--- src/rtl/cpu_clksw_pkg.sv ---
package cpu_clksw_pkg;
  typedef enum logic [1:0] {
    PSEL_DIV   = 2'd0,
    PSEL_PLL   = 2'd1,
    PSEL_DROOP = 2'd2,
    PSEL_ALT   = 2'd3
  } psel_e;

  typedef enum logic [1:0] {
    SSEL_XO   = 2'd0,
    SSEL_HALF = 2'd1
  } ssel_e;

  typedef enum logic [1:0] {
    ST_IDLE,
    ST_PROG,
    ST_WAIT,
    ST_SEL_P
  } seq_state_e;

  localparam int unsigned PSEL_LSB = 0;
  localparam int unsigned SSEL_LSB = 2;
  localparam logic [3:0]  DROOP_ON = 4'hF;
endpackage

--- src/rtl/clksw_rate_decide.sv ---
module clksw_rate_decide #(
  parameter int unsigned RATE_W     = 12,
  parameter int unsigned THRESH_MHZ = 600
) (
  input  logic [RATE_W-1:0] rate_i,
  output logic              too_low_o,
  output logic              divided_o,
  output logic [RATE_W:0]   pll_rate_o
);
  localparam int unsigned MIN_MHZ = THRESH_MHZ / 2;
  localparam logic [RATE_W:0] THR = (RATE_W+1)'(THRESH_MHZ);
  localparam logic [RATE_W:0] MIN = (RATE_W+1)'(MIN_MHZ);

  logic [RATE_W:0] r_ext;
  assign r_ext      = {1'b0, rate_i};
  assign too_low_o  = r_ext < MIN;
  assign divided_o  = r_ext < THR;
  assign pll_rate_o = divided_o ? {rate_i, 1'b0} : r_ext;
endmodule

--- src/rtl/clksw_lock_timer.sv ---
module clksw_lock_timer #(
  parameter int unsigned LIMIT = 64
) (
  input  logic clk_i,
  input  logic rst_ni,
  input  logic run_i,
  output logic expired_o
);
  localparam int unsigned CW = (LIMIT > 1) ? $clog2(LIMIT) : 1;
  localparam logic [CW-1:0] LAST = CW'(LIMIT - 1);

  logic [CW-1:0] cnt_q;

  always_ff @(posedge clk_i or negedge rst_ni) begin
    if (!rst_ni)               cnt_q <= '0;
    else if (!run_i)           cnt_q <= '0;
    else if (cnt_q != LAST)    cnt_q <= cnt_q + 1'b1;
  end

  assign expired_o = run_i && (cnt_q == LAST);
endmodule

--- src/rtl/clksw_mux_image.sv ---
module clksw_mux_image #(
  parameter logic [31:0] RESET_VAL = 32'h0000_0003
) (
  input  logic        clk_i,
  input  logic        rst_ni,
  input  logic        wr_p_i,
  input  logic [1:0]  p_val_i,
  input  logic        wr_s_i,
  input  logic [1:0]  s_val_i,
  output logic [31:0] image_o
);
  import cpu_clksw_pkg::*;

  logic [31:0] img_q, img_d;

  // one field per write; everything else carried over
  always_comb begin
    img_d = img_q;
    if (wr_p_i) img_d[PSEL_LSB +: 2] = p_val_i;
    if (wr_s_i) img_d[SSEL_LSB +: 2] = s_val_i;
  end

  always_ff @(posedge clk_i or negedge rst_ni) begin
    if (!rst_ni) img_q <= RESET_VAL;
    else         img_q <= img_d;
  end

  assign image_o = img_q;
endmodule

--- src/rtl/cpu_clk_switch_seq.sv ---
module cpu_clk_switch_seq #(
  parameter int unsigned RATE_W      = 12,
  parameter int unsigned THRESH_MHZ  = 600,
  parameter int unsigned TIMEOUT_CYC = 64
) (
  input  logic              clk_i,
  input  logic              rst_ni,
  input  logic              req_valid_i,
  input  logic [RATE_W-1:0] req_rate_mhz_i,
  input  logic              pll_locked_i,
  output logic              busy_o,
  output logic              reject_o,
  output logic              timeout_o,
  output logic              pll_prog_start_o,
  output logic [RATE_W:0]   pll_target_mhz_o,
  output logic              droop_wr_o,
  output logic [3:0]        droop_wdata_o,
  output logic [31:0]       mux_ctrl_o,
  output logic [1:0]        pmux_sel_o,
  output logic [1:0]        smux_sel_o
);
  import cpu_clksw_pkg::*;

  seq_state_e      state_q, state_d;
  logic            too_low, divided;
  logic [RATE_W:0] pll_rate;
  logic            div_q;
  logic [RATE_W:0] tgt_q;
  logic            expired;
  logic            wr_p, wr_s;
  logic [1:0]      p_val, s_val;
  logic            accept, rej_d, to_d, prog_d;

  clksw_rate_decide #(.RATE_W(RATE_W), .THRESH_MHZ(THRESH_MHZ)) u_decide (
    .rate_i    (req_rate_mhz_i),
    .too_low_o (too_low),
    .divided_o (divided),
    .pll_rate_o(pll_rate)
  );

  clksw_lock_timer #(.LIMIT(TIMEOUT_CYC)) u_timer (
    .clk_i    (clk_i),
    .rst_ni   (rst_ni),
    .run_i    (state_q == ST_WAIT && !pll_locked_i),
    .expired_o(expired)
  );

  always_comb begin
    state_d = state_q;
    wr_p    = 1'b0;
    wr_s    = 1'b0;
    p_val   = PSEL_ALT;
    s_val   = SSEL_HALF;
    accept  = 1'b0;
    rej_d   = 1'b0;
    to_d    = 1'b0;
    prog_d  = 1'b0;
    unique case (state_q)
      ST_IDLE: if (req_valid_i) begin
        if (too_low) rej_d = 1'b1;
        else begin
          accept  = 1'b1;
          wr_p    = 1'b1;
          p_val   = PSEL_ALT;
          state_d = ST_PROG;
        end
      end
      ST_PROG: begin
        prog_d  = 1'b1;
        state_d = ST_WAIT;
      end
      ST_WAIT: begin
        if (pll_locked_i) begin
          if (div_q) begin
            wr_s    = 1'b1;
            s_val   = SSEL_HALF;
            state_d = ST_SEL_P;
          end else begin
            wr_p    = 1'b1;
            p_val   = PSEL_DROOP;
            state_d = ST_IDLE;
          end
        end else if (expired) begin
          to_d    = 1'b1;
          state_d = ST_IDLE;
        end
      end
      ST_SEL_P: begin
        wr_p    = 1'b1;
        p_val   = PSEL_DIV;
        state_d = ST_IDLE;
      end
      default: state_d = ST_IDLE;
    endcase
  end

  always_ff @(posedge clk_i or negedge rst_ni) begin
    if (!rst_ni) begin
      state_q          <= ST_IDLE;
      div_q            <= 1'b0;
      tgt_q            <= '0;
      reject_o         <= 1'b0;
      timeout_o        <= 1'b0;
      pll_prog_start_o <= 1'b0;
      droop_wr_o       <= 1'b0;
    end else begin
      state_q          <= state_d;
      reject_o         <= rej_d;
      timeout_o        <= to_d;
      pll_prog_start_o <= prog_d;
      droop_wr_o       <= accept;
      if (accept) begin
        div_q <= divided;
        tgt_q <= pll_rate;
      end
    end
  end

  clksw_mux_image u_image (
    .clk_i  (clk_i),
    .rst_ni (rst_ni),
    .wr_p_i (wr_p),
    .p_val_i(p_val),
    .wr_s_i (wr_s),
    .s_val_i(s_val),
    .image_o(mux_ctrl_o)
  );

  assign busy_o           = (state_q != ST_IDLE);
  assign pll_target_mhz_o = tgt_q;
  assign droop_wdata_o    = DROOP_ON;
  assign pmux_sel_o       = mux_ctrl_o[PSEL_LSB +: 2];
  assign smux_sel_o       = mux_ctrl_o[SSEL_LSB +: 2];
endmodule

--- config.mk ---
export PLATFORM = sky130hd
export DESIGN_NAME = cpu_clk_switch_seq
export DESIGN_NICKNAME = d
export VERILOG_FILES = /design/src/rtl/cpu_clksw_pkg.sv /design/src/rtl/clksw_rate_decide.sv /design/src/rtl/clksw_lock_timer.sv /design/src/rtl/clksw_mux_image.sv /design/src/rtl/cpu_clk_switch_seq.sv
export SDC_FILE = /design/constraint.sdc
export NUM_CORES = 1
export LEC_CHECK = 0
export BUFFER_PORTS_ARGS = -buffer_cell sky130_fd_sc_hd__buf_4
export CAP_MARGIN = 20
export CORE_ASPECT_RATIO = 1.1
export CORE_UTILIZATION = 40
export CTS_BUF_LIST = sky130_fd_sc_hd__clkbuf_16
export DETAILED_ROUTE_END_ITERATION = 10
export PLACE_DENSITY = 0.67
export SETUP_SLACK_MARGIN = 0.05
export SLEW_MARGIN = 15
export SYNTH_ARGS = -nofsm -noshare
export SYNTH_HDL_FRONTEND = slang
export SYNTH_SLANG_ARGS = --single-unit
--- constraint.sdc ---
create_clock -name clk_i -period 4.2 [get_ports clk_i]
set_input_delay 0 -clock clk_i [delete_from_list [all_inputs] [get_ports clk_i]]
set_output_delay 0 -clock clk_i [all_outputs]
set_load 0.01 [all_outputs]
==> results.yml, run 1 <==
floorplan:
  rows: 24
  ioPinCount: 74
  die_w_um: 63.6
  die_h_um: 69.7
  core_area_mm2: 0.00399
  dieArea_mm2: 0.00443
  start_util_pct: 41.8
setup_path:
  path_buf_inv: 1
  cp.arrival_ns: 2.42
  crit_path_max_fanout: 12
  path_cells: "or2_2 -> nor2_1 -> nand2_2 -> inv_2 -> mux2_2"
  critPathTopFamily: "simple AND/OR/NAND/NOR gates"
  cp-end-kind: "flop"
  crit_type: "reg2reg"
  cp_slowest_cell: "nor2_1"
  crit_path_max_incr_delay_ns: 0.55
  cp_data_required_time_ns: 4.35
  start_kind: "flop"
logic_synthesis:
  synthAdderAreaFrac_pct: 0.750
  synth_cells: 172
  ys_types: 42
  synthXorXnorAreaFrac_pct: 1.05
  ys.flop_type: "dfrtp_1"
  ys_warn_count: 0
  synth_edf_count: 0
  async_reset_ff_share_pct: 100
  yosys.area_share.simple_pct: 16.4
  synth_compound_area_share_pct: 16.0
  synth_top_family_by_area: "buffers and inverters"
  ys_seq_area_share_pct: 43.7
  syn_area_mm2: 0.00167
  ys_seq_elements: 29
  syn_avg_cell_area_um2: 9.70
  synth_mux_area_share_pct: 3.53
min_path:
  hp-class: "in2reg"
place:
  post-dp-hpwl_um: 2290
  portBuffers: 39
  gp_congestion: 0.818
global_route:
  grt_use_total_pct: 15.5
  grt_overflow: 0
  grt_pass1_wl_um: 5300
  grt_max_degree: 30
  grt_antenna_before_repair: 0
  grt_pass1_vias: 1136
sta:
  hold_viol: 0
  skew_ns: 0.00391
  fin_tns_setup_ns: 0
  rsz0062_at_grt: "false"
  tightest_slew_ns: 0.865
  finalCritPeriodShare_pct: 53.9
  relSlewSlack_pct: 42.1
  max_freq_mhz: 441
  setup_violations: 0
  period_needed_ns: 2.27
  slew_violations: 0
pwr:
  powerDensity_mw_per_mm2: 578
  power_mw: 1.16
  p_seq_share_pct: 38.1
  p_leak_nw: 0.978
  p_clk_share_pct: 27.4
  share_comb_of_total_power_pct: 34.6
  switching_share_pct: 31.8
  intPower_mw: 0.792
  vdd_drop_max_mv: 0.255
  p_sw_mw: 0.370
drt:
  vias_per_cell: 4.72
  drcViolationCount: 0
  dr.pass1.iters: 4
  final_antenna_net_count: 0
  initialDrtViolationCount: 28
  routed_wl_um: 3220
  vias: 1251
  wl_per_cell_um: 12.2
clocking:
  cts-root-buf: "clkbuf_16"
  postCtsSetupRepairBufs: 0
  clkLatencyLatePin_ns: 0.27
  htree_num_levels: 2
  clock_sinks: 29
  numCtsBuffers: 5
  clkTransAtPathRegs_ns: 0.05
  clock_path_buffers: 2
  cts_tree: "done"
finish:
  drive_gt1_share_pct: 27.2
  antennaDiodeCount: 0
  syn2layout_area_growth_pct: 20.6
  layout_common_cells: "39 x buf_4, 34 x conb_1, 27 x dfrtp_1, 12 x a21oi_1"
  final_nets: 229
  mostFrequentLayoutCell: "buf_4"
flow_run:
  max_cap_violations: 0
status:
  outcome: "finished, final reports clean"
==> sequential cells by signal (all words and copies together), names as in the netlist <==
| signal | count |
|---|---|
| pll_target_mhz_o | 13 |
| u_timer.cnt_q | 6 |
| u_image.image_o | 3 |
| state_q | 2 |
| div_q | 1 |
| droop_wr_o | 1 |
| pll_prog_start_o | 1 |
| reject_o | 1 |
| timeout_o | 1 |
==> power groups by stage <==
stage	Clock (mW)	Combinational, mW	Sequential (mW)
4_1_cts	0.325	0.407	0.442
5_1_grt	0.338	0.437	0.454
6_report	0.318	0.402	0.442
3_3_place_gp	0	0.397	0.443
2_1_floorplan	0	0.213	0.469
3_5_place_dp	0	0.402	0.444
==> cells by family (layout without fill, tap and decap cells) <==
family          Yosys count  after routing
simple gates             47             47
compound gates           43             43
buf+inv                  43             52
flops                    29             29
mux                       5              5
other cells               2             34
xor+xnor                  2              2
fa+ha+maj                 1              1
==> metal layers <==
layer | vias to the layer above | share of wire, % | track usage, % | wire length (µm)
met2 | 51 | 49 | 24.5 | 1570
met3 | 5 | 4.6 | 2.63 | 149
li1 | 619 | - | - | -
met4 | 0 | 1.5 | 7.83 | 48
met1 | 576 | 45 | 20.2 | 1460
met5 | - | 0 | 0 | 0
==> stage by stage <==
stage	hold slack [ns]	cell area, µm²	util [%]	setup slack (ns)	std cells
2_1_floorplan	-0.296	1790	-	2.70	204
3_3_place_gp	-0.0525	1850	46.4	2.01	255
3_5_place_dp	-0.0510	1850	46.4	1.93	255
4_1_cts	0.0184	2010	50.3	1.92	265
5_1_grt	0.0330	2010	50.3	1.71	265
6_report	0.0185	2010	50.3	1.93	265
==> worst reg2reg max path, cell delays in order, from the launching register on <==
cell and delay (ns):
dfrtp_1 0.42, or2_2 0.32, nor2_1 0.56, nand2_2 0.24
inv_2 0.26, mux2_2 0.36
==> cell type report <==
class	count	area (µm²)
timing repair buffer	41	313
sequential	29	728
clock inverter	3	11.3
tap	52	65.1
clock buffer	5	125
multi-input combinational	132	757
fill	394	1980
inverter	3	11.3
==> synthesized netlist by cell type (2+ instances only) <==
cell       instances  share of area [%]
buf_4             37                 17
inv_1              2               0.45
mux2_2             3                2.0
a21o_2             2                1.1
nor2b_1            4                1.5
conb_1             2               0.45
a211oi_1           2               0.90
o21ai_0            7                2.1
nand2b_1           3                1.1
o2bb2ai_1          2                1.1
dfrtp_1           27                 41
xnor2_1            2                1.1
nand3_1            9                2.7
nand2_1           11                2.5
o211ai_1           2               0.90
dfstp_2            2                3.2
buf_2              2               0.60
nor3_1             3               0.90
a21oi_1           12                3.6
a31oi_1           11                4.1
nor2_1             6                1.4
==> what timing repair did <==
| action | CTS | global route |
|---|---|---|
| hold buffers | 2 | 0 |
| gates resized for setup | 0 | 0 |
| hold endpoints to repair | 30 | 0 |
==> path summary, 6_finish.rpt <==
| kind | cells after the start | slack (ns) | endpoint | from |
|---|---|---|---|---|
| max | 5 | 1.93 | pll_target_mhz_o[7] | state_q[1] |
| min | 3 | 0.02 | pll_target_mhz_o[2] | req_rate_mhz_i[1] |
| max reg2reg | 5 | 1.93 | pll_target_mhz_o[7] | state_q[1] |
| min reg2reg | 1 | 0.50 | pll_target_mhz_o[12] | pll_target_mhz_o[12] |
| max in group asynchronous | 2 | 3.70 | u_image.image_o[1] | rst_ni |
| min in group asynchronous | 2 | 0.20 | pll_target_mhz_o[6] | rst_ni |
(Power assumes the default switching activity.)
==> run 2: changes to the inputs <==
clock period = 2.2 ns   (was 4.2 ns; I/O delays follow)
==> results.yml, run 2 (synthesis results as in run 1) <==
status:
  outcome: "finished, final reports clean"
finish:
  syn2layout_area_growth_pct: 22.0
  mostFrequentLayoutCell: "buf_4"
  largest_reg_flops: 13
  fin_util_pct: 50.9
  antennaDiodeCount: 0
  layout_common_cells: "42 x buf_4, 34 x conb_1, 27 x dfrtp_1, 12 x a21oi_1"
  drive_gt1_share_pct: 28.7
  final_nets: 232
place:
  post-dp-hpwl_um: 2330
  pre_cts_ws_ns: 0.550
  portBuffers: 39
  gp_congestion: 0.834
flow_run:
  max_cap_violations: 0
clocking:
  htree_num_levels: 2
  clkLatencyLatePin_ns: 0.26
  clkTransAtPathRegs_ns: 0.05
  hold_buffers: 2
  cts_tree: "done"
  numCtsBuffers: 5
  clock_path_buffers: 2
  cts-root-buf: "clkbuf_16"
  postCtsSetupRepairBufs: 0
  post_cts_resized: 0
  clock_sinks: 29
setup_path:
  critPathTopFamily: "simple AND/OR/NAND/NOR gates"
  path_buf_inv: 1
  cp-end-kind: "flop"
  cp.arrival_ns: 1.78
  cp_slowest_cell: "dfrtp_1"
  path_cells: "or2_2 -> nor2_1 -> nand2_2 -> inv_2 -> mux2_2"
  cp_data_required_time_ns: 2.35
  start_kind: "flop"
  crit_path_max_incr_delay_ns: 0.40
  crit_path_max_fanout: 12
  crit_type: "reg2reg"
floorplan:
  die_h_um: 69.7
  core_area_mm2: 0.00399
  start_util_pct: 41.8
  rows: 24
  die_w_um: 63.6
  ioPinCount: 74
  dieArea_mm2: 0.00443
drt:
  wl_per_cell_um: 11.6
  final_antenna_net_count: 0
  routed_wl_um: 3110
  initialDrtViolationCount: 57
  vias_per_cell: 4.73
  dr.pass1.iters: 4
  vias: 1268
  drcViolationCount: 0
global_route:
  grt_overflow: 0
  grt_max_degree: 30
  grt_use_total_pct: 15.3
  grt_antenna_before_repair: 0
  grt_pass1_wl_um: 5220
  grt_pass1_vias: 1101
pwr:
  powerDensity_mw_per_mm2: 1090
  vdd_drop_max_mv: 0.620
  p_sw_mw: 0.692
  p_clk_share_pct: 27.3
  p_leak_nw: 0.987
  p_seq_share_pct: 37.6
  intPower_mw: 1.53
  share_comb_of_total_power_pct: 35.1
  switching_share_pct: 31.2
  power_mw: 2.22
sta:
  setup_violations: 0
  period_needed_ns: 1.64
  layout_setup_ws_ns: 0.565
  rsz0062_at_grt: "false"
  skew_ns: 0.00278
  relSlewSlack_pct: 62.4
  hold_viol: 0
  max_freq_mhz: 612
  tightest_slew_ns: 0.564
  slew_violations: 0
  finalCritPeriodShare_pct: 74.3
  fin_tns_setup_ns: 0
min_path:
  hp-class: "in2reg"
run 2: changes by cell type in the layout (fill, tap and decap cells not counted):
cell / previous run / this run
clkinv_2: 0 / 1
inv_1: 4 / 2
clkinv_1: 1 / 2
buf_4: 39 / 42
run 2: power by group through the flow:
stage | logic, mW | registers, mW | clock network (mW)
after floorplan | 0.407 | 0.896 | 0
final | 0.779 | 0.835 | 0.607
after detailed placement | 0.787 | 0.844 | 0
after global routing | 0.859 | 0.860 | 0.650
after CTS | 0.793 | 0.838 | 0.629
after global placement | 0.779 | 0.843 | 0
run 2: layout make-up:
type	count	area, µm²
well taps	52	65.1
clock inverters	3	12.5
flip-flops and latches	29	728
clock buffers	5	125
fillers	400	1960
inverters	3	11.3
repair buffers	44	335
multi-input cells	132	757
run 2: worst reg2reg max path: stages, from the launching register on:
cell	delay, ns
dfrtp_1	0.40
or2_2	0.33
nor2_1	0.17
nand2_2	0.08
inv_2	0.18
mux2_2	0.36
run 2: metrics by stage:
| step | hold slack (ns) | cell area, µm² | instances |
|---|---|---|---|
| floorplan | -0.296 | 1790 | 204 |
| global placement | -0.0535 | 1880 | 258 |
| detailed placement | -0.0543 | 1880 | 258 |
| CTS | 0.0137 | 2030 | 268 |
| global route | 0.0307 | 2030 | 268 |
| finish | 0.0203 | 2030 | 268 |
run 2: layer usage:
layer	vias up	track usage [%]	part of all wire [%]
met5	-	0	0
met4	0	4.55	0.68
met3	4	5.43	6.5
met2	64	24.7	49
met1	578	18.9	44
li1	622	-	-
run 2: worst paths after layout:
check | slack (ns) | to | from | cells past startpoint
min in group asynchronous | 0.18 | pll_target_mhz_o[6] | rst_ni | 2
max in group asynchronous | 1.70 | u_image.image_o[0] | rst_ni | 2
worst min register to register | 0.49 | pll_target_mhz_o[12] | pll_target_mhz_o[12] | 1
worst max register to register | 0.56 | pll_target_mhz_o[7] | state_q[0] | 5
worst max-delay path | 0.56 | pll_target_mhz_o[7] | state_q[0] | 5
worst min-delay path | 0.02 | state_q[1] | pll_locked_i | 3
